--- src/rtl/feeder_pkg.sv ---
package feeder_pkg;
  localparam logic [1:0] ADDR_CTRL = 2'd0;
  localparam logic [1:0] ADDR_LEN  = 2'd1;
  localparam logic [1:0] ADDR_FIFO = 2'd2;
  localparam logic [1:0] MODE_DRAIN = 2'd1;

  typedef enum logic {ST_IDLE, ST_DRAIN} drainState_t;

  typedef struct packed {
    logic busy;     // drain active or starting: block pushes
    logic popWord;  // one word accepted by destination
    logic finish;   // drain over: empty FIFO, update completion
  } drainStrobes_t;
endpackage

--- src/rtl/feeder_datapath.sv ---
module feeder_datapath
  import feeder_pkg::*;
#(
  parameter int DEPTH  = 8,
  parameter int ADDR_W = 32,
  parameter int CHAN_W = 24,
  parameter int CNT_W  = $clog2(DEPTH + 1)
) (
  input  logic                clk,
  input  logic                rstN,
  input  logic                hostWe,
  input  logic [1:0]          hostAddr,
  input  logic [15:0]         hostWdata,
  output logic [15:0]         hostRdata,
  input  logic                chanLoad,
  input  logic [ADDR_W-1:0]   chanDstIn,
  input  logic [CHAN_W-1:0]   chanCountIn,
  input  drainStrobes_t       strb,
  output logic [CNT_W-1:0]    fifoCnt,
  output logic                wordAvail,
  output logic [ADDR_W-1:0]   wrAddr,
  output logic [15:0]         wrData,
  output logic                fifoFull,
  output logic                xferEnable,
  output logic [15:0]         xferLen,
  output logic [CHAN_W-1:0]   chanCount,
  output logic                chanEnd
);
  localparam int PTR_W = (DEPTH > 1) ? $clog2(DEPTH) : 1;

  logic [15:0]       mem [DEPTH];
  logic [CNT_W-1:0]  cnt, rdIdx;
  logic              fullFlag, ctrlRv, ctrlDma, ctrlEn;
  logic [15:0]       lenReg;
  logic [ADDR_W-1:0] dstAddr;
  logic [CHAN_W-1:0] chanCnt;
  logic              endFlag;
  logic              pushOk;

  assign pushOk = hostWe && (hostAddr == ADDR_FIFO) && ctrlEn && !fullFlag && !strb.busy;

  always_ff @(posedge clk) begin
    if (pushOk) mem[cnt[PTR_W-1:0]] <= hostWdata;
  end

  always_ff @(posedge clk) begin
    if (!rstN) begin
      cnt      <= '0;
      rdIdx    <= '0;
      fullFlag <= 1'b0;
      ctrlRv   <= 1'b0;
      ctrlDma  <= 1'b0;
      ctrlEn   <= 1'b0;
      lenReg   <= '0;
      dstAddr  <= '0;
      chanCnt  <= '0;
      endFlag  <= 1'b0;
    end else begin
      if (pushOk) begin
        cnt <= cnt + CNT_W'(1);
        if (cnt == CNT_W'(DEPTH - 1)) fullFlag <= 1'b1;
      end
      if (strb.popWord) begin
        rdIdx   <= rdIdx + CNT_W'(1);
        dstAddr <= dstAddr + ADDR_W'(2);
        chanCnt <= chanCnt - CHAN_W'(1);
        if (lenReg != 16'd0) lenReg <= lenReg - 16'd1;
      end
      if (strb.finish) begin
        cnt      <= '0;
        rdIdx    <= '0;
        fullFlag <= 1'b0;
        if (lenReg == 16'd0) ctrlEn <= 1'b0;
        if (chanCnt == '0) endFlag <= 1'b1;
      end
      if (hostWe && hostAddr == ADDR_LEN) lenReg <= {hostWdata[15:2], 2'b00};
      if (hostWe && hostAddr == ADDR_CTRL) begin
        ctrlRv  <= hostWdata[0];
        ctrlDma <= hostWdata[1];
        ctrlEn  <= hostWdata[2];
      end
      if (chanLoad) begin
        dstAddr <= chanDstIn;
        chanCnt <= chanCountIn;
        endFlag <= 1'b0;
      end
    end
  end

  always_comb begin
    case (hostAddr)
      ADDR_CTRL: hostRdata = {8'h00, fullFlag, 4'b0000, ctrlEn, ctrlDma, ctrlRv};
      ADDR_LEN:  hostRdata = lenReg;
      default:   hostRdata = 16'h0000;
    endcase
  end

  assign fifoCnt    = cnt;
  assign wordAvail  = (rdIdx < cnt) && (chanCnt != '0);
  assign wrAddr     = dstAddr;
  assign wrData     = mem[rdIdx[PTR_W-1:0]];
  assign fifoFull   = fullFlag;
  assign xferEnable = ctrlEn;
  assign xferLen    = lenReg;
  assign chanCount  = chanCnt;
  assign chanEnd    = endFlag;

  AST_NO_OVERFLOW: assert property (@(posedge clk) disable iff (!rstN) cnt <= CNT_W'(DEPTH));
  AST_FULL_TRACKS: assert property (@(posedge clk) disable iff (!rstN) fullFlag == (cnt == CNT_W'(DEPTH)));
  AST_PUSH_NEEDS_EN: assert property (@(posedge clk) disable iff (!rstN) !ctrlEn |=> cnt <= $past(cnt));
  AST_NO_PUSH_BUSY: assert property (@(posedge clk) disable iff (!rstN) strb.busy |=> cnt <= $past(cnt));
  AST_ADDR_STEP: assert property (@(posedge clk) disable iff (!rstN) (strb.popWord && !chanLoad) |=> dstAddr == $past(dstAddr) + ADDR_W'(2));
  AST_END_AT_ZERO: assert property (@(posedge clk) disable iff (!rstN) $rose(endFlag) |-> chanCnt == '0);
endmodule

--- src/rtl/feeder_control.sv ---
module feeder_control
  import feeder_pkg::*;
#(
  parameter int CNT_W = 4
) (
  input  logic             clk,
  input  logic             rstN,
  input  logic [CNT_W-1:0] fifoCnt,
  input  logic             wordAvail,
  input  logic [1:0]       chanMode,
  input  logic             dmaEnable,
  input  logic             wrReady,
  output logic             wrValid,
  output drainStrobes_t    strb
);
  drainState_t state;
  logic        trigger, draining;

  assign draining = (state == ST_DRAIN);
  assign trigger  = (state == ST_IDLE) && (fifoCnt != '0) && (fifoCnt[1:0] == 2'b00)
                    && (chanMode == MODE_DRAIN) && dmaEnable;

  always_ff @(posedge clk) begin
    if (!rstN) state <= ST_IDLE;
    else if (trigger) state <= ST_DRAIN;
    else if (draining && !wordAvail) state <= ST_IDLE;
  end

  assign wrValid      = draining && wordAvail;
  assign strb.busy    = draining || trigger;
  assign strb.popWord = wrValid && wrReady;
  assign strb.finish  = draining && !wordAvail;

  AST_GROUP_START: assert property (@(posedge clk) disable iff (!rstN) $rose(draining) |-> (fifoCnt != '0 && fifoCnt[1:0] == 2'b00));
endmodule

--- src/rtl/host_dma_feeder.sv ---
module host_dma_feeder
  import feeder_pkg::*;
#(
  parameter int DEPTH  = 8,
  parameter int ADDR_W = 32,
  parameter int CHAN_W = 24
) (
  input  logic              clk,
  input  logic              rstN,
  input  logic              hostWe,
  input  logic [1:0]        hostAddr,
  input  logic [15:0]       hostWdata,
  output logic [15:0]       hostRdata,
  input  logic              chanLoad,
  input  logic [ADDR_W-1:0] chanDstIn,
  input  logic [CHAN_W-1:0] chanCountIn,
  input  logic [1:0]        chanMode,
  input  logic              dmaEnable,
  output logic              wrValid,
  input  logic              wrReady,
  output logic [ADDR_W-1:0] wrAddr,
  output logic [15:0]       wrData,
  output logic              fifoFull,
  output logic              xferEnable,
  output logic [15:0]       xferLen,
  output logic [CHAN_W-1:0] chanCount,
  output logic              chanEnd
);
  localparam int CNT_W = $clog2(DEPTH + 1);

  drainStrobes_t    strb;
  logic [CNT_W-1:0] fifoCnt;
  logic             wordAvail;

  feeder_datapath #(.DEPTH(DEPTH), .ADDR_W(ADDR_W), .CHAN_W(CHAN_W), .CNT_W(CNT_W)) i_datapath (
    .clk(clk), .rstN(rstN), .hostWe(hostWe), .hostAddr(hostAddr), .hostWdata(hostWdata),
    .hostRdata(hostRdata), .chanLoad(chanLoad), .chanDstIn(chanDstIn), .chanCountIn(chanCountIn),
    .strb(strb), .fifoCnt(fifoCnt), .wordAvail(wordAvail), .wrAddr(wrAddr), .wrData(wrData),
    .fifoFull(fifoFull), .xferEnable(xferEnable), .xferLen(xferLen), .chanCount(chanCount),
    .chanEnd(chanEnd)
  );

  feeder_control #(.CNT_W(CNT_W)) i_control (
    .clk(clk), .rstN(rstN), .fifoCnt(fifoCnt), .wordAvail(wordAvail), .chanMode(chanMode),
    .dmaEnable(dmaEnable), .wrReady(wrReady), .wrValid(wrValid), .strb(strb)
  );

  AST_STALL_HOLD: assert property (@(posedge clk) disable iff (!rstN)
    (wrValid && !wrReady) |=> (wrValid && $stable(wrAddr) && $stable(wrData)));
endmodule

--- config.mk ---
export PLATFORM = sky130hd
export DESIGN_NAME = host_dma_feeder
export DESIGN_NICKNAME = d
export VERILOG_FILES = /design/src/rtl/feeder_pkg.sv /design/src/rtl/feeder_datapath.sv /design/src/rtl/feeder_control.sv /design/src/rtl/host_dma_feeder.sv
export SDC_FILE = /design/constraint.sdc
export NUM_CORES = 1
export LEC_CHECK = 0
export ABC_AREA = 1
export BUFFER_PORTS_ARGS = -buffer_cell sky130_fd_sc_hd__clkbuf_2
export CAP_MARGIN = 20
export CORE_ASPECT_RATIO = 2
export CORE_MARGIN = 5
export CORE_UTILIZATION = 61
export DETAILED_ROUTE_END_ITERATION = 16
export PLACE_DENSITY = 0.89
export SLEW_MARGIN = 20
export SYNTH_ARGS = -nofsm -noshare
export SYNTH_HDL_FRONTEND = slang
export SYNTH_SLANG_ARGS = --single-unit
--- constraint.sdc ---
create_clock -name clk -period 9.5 [get_ports clk]
set_input_delay 2.85 -clock clk [delete_from_list [all_inputs] [get_ports clk]]
set_output_delay 2.85 -clock clk [all_outputs]
set_load 0.02 [all_outputs]
Yosys cells after proc, flatten, opt, wreduce, memory -nomap -nowiden
Memories as Yosys holds them, arrays and structs flattened. A register that Yosys moved wholly into a read port is not among the register bits.
Index checks and enable logic that the tools add are counted.
Storage, ports and cells
  register bits: 86
  RAM bits: 128
  input port bits: 82
  logic and storage cells: 81
  memories: 1
Memory list
  i_datapath.mem: words 8, width 16, rd ports 1, clocked after Yosys merged registers in 1, write ports 1, line feeder_datapath.sv:31  | logic [15:0] mem [DEPTH];
Cells by class
  $add $sub $neg: 5
  order comparisons: 1
  equality and inequality tests: 4
  muxes and demuxes: 17
  bitwise gates (word level): 2
  reductions and logical operators: 39
Operators by type and width (count)
  2-to-1 mux 32 bit: 2
  2-to-1 mux 16 bit: 3
  2-to-1 mux 24 bit: 2
  adder 32 x 2 -> 32 bit, second input constant: 1
  one-hot mux 16 bit (2 select lines): 1
  zero test 24 bit: 1
  nonzero test 24 bit: 1
  subtractor 24 x 1 -> 24 bit, second input constant: 1
  zero test 16 bit: 1
  nonzero test 16 bit: 1
  subtractor 16 x 1 -> 16 bit, second input constant: 1
  logical AND 1 bit: 14
  nonzero test 2 bit: 6
  AND reduction 2 bit: 5
  adder 4 x 1 -> 4 bit, second input constant: 2
  2-to-1 mux 1 bit: 7
  2-to-1 mux 3 bit: 2
  OR reduction 2 bit: 3
  == test 2 x 1 -> 1 bit, second input constant: 2
  == test 4 x 3 -> 1 bit, second input constant: 1
  zero test 2 bit: 2
  < comparator 4 bit: 1
  nonzero test 4 bit: 1
  zero test 1 bit: 3
  other kinds (3): 4

Logic depth before layout (Yosys ltp)
  word-level depth: 10
  gate-level depth with buffers: 16

By module
A second synthesis with hierarchy kept.
Unflattened totals
  cells, all modules: 1296
  area, all modules: 10716.5 um^2
By module, submodules not included
  feeder_datapath: times used 1, cells each 1276, area an instance 10612.7 um^2
  feeder_control: times used 1, cells each 20, area an instance 103.8 um^2

Worst setup path after synthesis
OpenSTA, ideal clock, no wires.
  kind: input to output
  start point: input port hostAddr[0]
  end point: output port hostRdata[10]
  arrival: 3.544 ns
  data required time: 6.650 ns
  path slack: 3.106 ns
  stages on the path: 5
  path through: inv_1 nor2_1 inv_1 clkbuf_1 nor2_1
Between the ends
  longest elaborated chain between the ends: 2
RTL lines
  start: declaration: line host_dma_feeder.sv:11  | input logic [1:0] hostAddr,
  == test 2 x 1 -> 1 bit / zero test 2 bit (equally long branches): line feeder_datapath.sv:91  | case (hostAddr)
  one-hot mux 16 bit (2 select lines) (*): line feeder_datapath.sv:91
  end: declaration: line host_dma_feeder.sv:13  | output logic [15:0] hostRdata,
Mark *: on every way between the ends. The rest lies on a longest branch, timed or not.

Worst setup path in the final report
  start point: input port hostAddr[0]
  end point: output port hostRdata[0]
The elaborated chain is that of the path after synthesis.

==> Implementation_results.wiki <==
{| class="wikitable"
! Metric !! Value
|-
| Outcome || finished, final reports clean
|-
| Most common library cell in the layout ignoring fill and taps || sky130_fd_sc_hd__nand2_1
|-
| Hold Crit Depth || 2
|-
| Area overhead of the layout relative to synthesis || 16.3%
|-
| Die boundary width || 105 um
|-
| Count of non-filler cells in the finished layout || 1770
|-
| Int Power || 1.59 mW
|-
| Filler cell count || 1362
|-
| Final setup violation count || 0
|-
| Slew HR || 28.0%
|-
| Net switching component of the power || 0.536 mW
|-
| Final WS setup || 2.68 ns
|-
| Total negative slack || 0 ns
|-
| Clock buffer count from CTS || 20
|-
| Root Buffer Master || sky130_fd_sc_hd__clkbuf_16
|-
| Clock Power Share || 40.8%
|-
| Tot GR Track Use || 32.2%
|-
| Clk pin slew, worst setup/hold paths || 0.07 ns
|-
| Pwr Total || 2.12 mW
|-
| Antenna violations before repair || 0
|-
| Number of iterations in the first detailed-routing pass || 5
|-
| RSZ-0062 raised after global routing || false
|-
| Number of cells after detailed placement || 1733
|-
| Count of unique library cells instantiated by Yosys || 42
|-
| Pins Over Slew Limit || 0
|-
| Synthesized area divided by synthesized cell count || 7.92 um^2
|-
| Worst-case reg-to-reg path depth || 12
|-
| Wire length on met1 || 10900 um
|-
| Post-placement setup slack || 2.70 ns
|-
| Die area || 20800 um^2
|-
| Top routing layer in use || met4
|-
| Highest clock rate || 0.147 GHz
|-
| Post-detailed-route via-to-cell ratio || 5.79
|-
| Worst setup path category || in2out
|-
| Fraction of the yosys area taken by sequential cells || 51.5%
|-
| Setup Fix Bufs, Post-CTS || 0
|-
| Switching share of power || 25.2%
|-
| Clk sink count || 217
|-
| Proportion of synthesized flip-flops having asynchronous set or reset || 0%
|-
| Gate power share || 10.4%
|-
| Yosys reg bits || 217
|-
| Top post-synthesis cells by area || sky130_fd_sc_hd__edfxtp_1 (35%), sky130_fd_sc_hd__dfxtp_1 (16%), sky130_fd_sc_hd__nand2_1 (13%), sky130_fd_sc_hd__nor2_1 (8.8%), sky130_fd_sc_hd__o21ai_0 (4.8%)
|-
| Sequential Power Share || 48.8%
|-
| Core area || 17700 um^2
|-
| Insertion delay of the later-clocked pin in the worst-skew pair || 0.50 ns
|-
| Endpoint of the worst register-to-register path || i_datapath.wrAddr[14]
|-
| H-tree depth reported by CTS || 1
|-
| Antenna Diode Count || 0
|-
| Metal3 WL || 2180 um
|-
| Total nets after synthesis || 1472
|-
| Number of nets in the final layout || 1635
|-
| Aggregate global routing overflow || 0
|-
| Max Fanout on Critical Path || 17
|-
| Worst reg-to-reg setup slack || 6.56 ns
|-
| Data required time of the critical path || 6.65 ns
|-
| Final standard cell utilization of the core || 71.8%
|-
| Most frequent cells in the layout || sky130_fd_sc_hd__nand2_1 (392), sky130_fd_sc_hd__nor2_1 (254), sky130_fd_sc_hd__clkbuf_2 (189), sky130_fd_sc_hd__edfxtp_1 (128), sky130_fd_sc_hd__o21ai_0 (105)
|-
| Final WL || 34500 um
|-
| Post-layout instance area || 12700 um^2
|-
| Leakage power figure || 5.30 nW
|-
| Via Count || 10200
|-
| Number of synthesized flops with an enable pin || 128
|-
| Worst-case hold path end point || i_datapath.wrAddr[30]
|-
| Fin crit period || 6.82 ns
|-
| Launching element type of the critical path || primary input
|-
| Detailed-placement wirelength estimate || 24900 um
|-
| Worst VDD drop || 0.138 mV
|-
| DRC violations left || 0
|-
| Class of the tightest hold or removal check || reg2reg
|-
| First-pass GRT wire length || 53300 um
|-
| Most common flop cell mapped by yosys || sky130_fd_sc_hd__edfxtp_1
|-
| Hold_ws || 0.493 ns
|-
| Clock tree from TritonCTS || yes
|-
| Worst clock skew || 0.0136 ns
|-
| Number of antenna-violating nets in the routed design || 0
|-
| Power density over the cells || 167 nW/um^2
|-
| Placed standard-cell area || 12000 um^2
|-
| Routability congestion estimate from global placement || 1.02
|-
| Post-synthesis cell area || 10900 um^2
|-
| Post-cts repair resize count || 0
|-
| Total of max-cap violations || 0
|-
| Via count of the first global-routing pass || 10300
|-
| Final period utilization || 71.7%
|-
| Number of I/O pins || 190
|-
| Die Span Y || 199 um
|-
| Pin count of the biggest net entering global routing || 73
|-
| Initial Utilization || 61.7%
|-
| Startpoint of the most critical setup path || hostAddr[0]
|-
| Crit. End Element || primary output
|-
| Hold Fails Final Rpt || 0
|-
| Area share of the leading cell type in the synthesized netlist || 35.2%
|-
| DR WL/cell || 19.5 um
|-
| Worst Tran Pin Value || 1.08 ns
|-
| Bufs on Longest Clock Path || 3
|-
| Met2 WL post-DR || 19000 um
|-
| Cell taking the most area after synthesis || sky130_fd_sc_hd__edfxtp_1
|-
| Core Rows || 69
|-
| Yosys Warn Count || 0
|-
| First DRT Iteration DRCs || 589
|-
| Critical R2R Launch || i_datapath.fifoCnt[1]
|-
| CP arrival || 3.97 ns
|-
| Share of final-layout standard cells stronger than drive strength 1 || 17.1%
|-
| Quantity of hold-fixing buffers added after cts || 0
|-
| Port Buffers || 189
|-
| Worst Hold Launch || i_datapath.wrAddr[30]
|-
| Number of cells produced by synthesis || 1380
|}
power by group through the flow:
stage	Sequential [mW]	Clock (mW)	Combinational, mW
floorplan	1.07	0	0.124
global placement	1.05	0	0.213
detailed placement	1.06	0	0.217
CTS	1.03	0.872	0.219
global route	1.04	0.908	0.245
finish	1.04	0.867	0.221
area by class of cell:
type                            count  area, um^2  share of cell area, %
Clock buffer                       26         564                   4.44
Clock inverter                     10         144                   1.13
Inverter                           84         318                   2.50
Multi-Input combinational cell   1022        4760                   37.5
Sequential cell                   217        5630                   44.3
Tap cell                          213         267                   2.10
Timing Repair Buffer              198        1030                   8.07
how the worst max path moves through the flow:
| stage | endpoint | slack (ns) |
|---|---|---|
| global route | hostRdata[0] | 2.61 |
| finish | hostRdata[0] | 2.68 |
| floorplan | hostRdata[10] | 3.11 |
| global placement | hostRdata[1] | 2.75 |
| detailed placement | hostRdata[0] | 2.70 |
| CTS | hostRdata[0] | 2.70 |
state kept, by name, summed over array words and instances (netlist names), 4 cells and up, named ones only:
name / flops
i_datapath.xferLen: 16
i_datapath.chanCount: 24
i_datapath.rdIdx: 4
i_datapath.fifoCnt: 4
i_datapath.mem: 128
i_datapath.wrAddr: 32
synthesized netlist by cell type, types with 2 or more instances:
library cell / count
sky130_fd_sc_hd__nand3b_1: 6
sky130_fd_sc_hd__nand3_1: 61
sky130_fd_sc_hd__buf_2: 7
sky130_fd_sc_hd__a21o_1: 2
sky130_fd_sc_hd__xnor2_1: 6
sky130_fd_sc_hd__buf_1: 2
sky130_fd_sc_hd__xor2_1: 30
sky130_fd_sc_hd__buf_8: 2
sky130_fd_sc_hd__nand2_4: 2
sky130_fd_sc_hd__buf_4: 3
sky130_fd_sc_hd__a21oi_1: 58
sky130_fd_sc_hd__nand2_1: 392
sky130_fd_sc_hd__o22ai_1: 17
sky130_fd_sc_hd__o21ai_0: 105
sky130_fd_sc_hd__clkinv_1: 3
sky130_fd_sc_hd__edfxtp_1: 128
sky130_fd_sc_hd__ha_1: 10
sky130_fd_sc_hd__nor2_2: 2
sky130_fd_sc_hd__nor3_1: 20
sky130_fd_sc_hd__a21oi_2: 11
sky130_fd_sc_hd__nand4_1: 7
sky130_fd_sc_hd__inv_1: 79
sky130_fd_sc_hd__clkbuf_1: 43
sky130_fd_sc_hd__dfxtp_1: 89
sky130_fd_sc_hd__a31oi_1: 16
sky130_fd_sc_hd__a22oi_1: 3
sky130_fd_sc_hd__nor2_1: 257
sky130_fd_sc_hd__or2_2: 5
layer usage:
layer | vias up | global-route usage, %
li1 | 4872 | -
met1 | 4780 | 31.8
met2 | 481 | 61.6
met3 | 113 | 4.53
met4 | 0 | 21.1
met5 | - | 0
cell families (layout without fill, tap and decap cells):
group / count (synthesis) / after routing / synth area share (%)
AND/OR/NAND/NOR: 760 / 760 / 28.3
flip-flops: 217 / 217 / 51.5
adder cells (fa/ha/maj): 10 / 10 / 1.15
XOR/XNOR: 36 / 36 / 2.89
AO/OA/AOI/OAI: 216 / 216 / 10.9
buffers and inverters: 141 / 318 / 5.26
critical path, stage by stage:
cell and delay (ns):
sky130_fd_sc_hd__clkbuf_2 0.09, sky130_fd_sc_hd__inv_1 0.06, sky130_fd_sc_hd__nor2_1 0.04, sky130_fd_sc_hd__inv_1 0.54
sky130_fd_sc_hd__o21ai_0 0.18, sky130_fd_sc_hd__clkbuf_2 0.20
(Power assumes the default switching activity.)
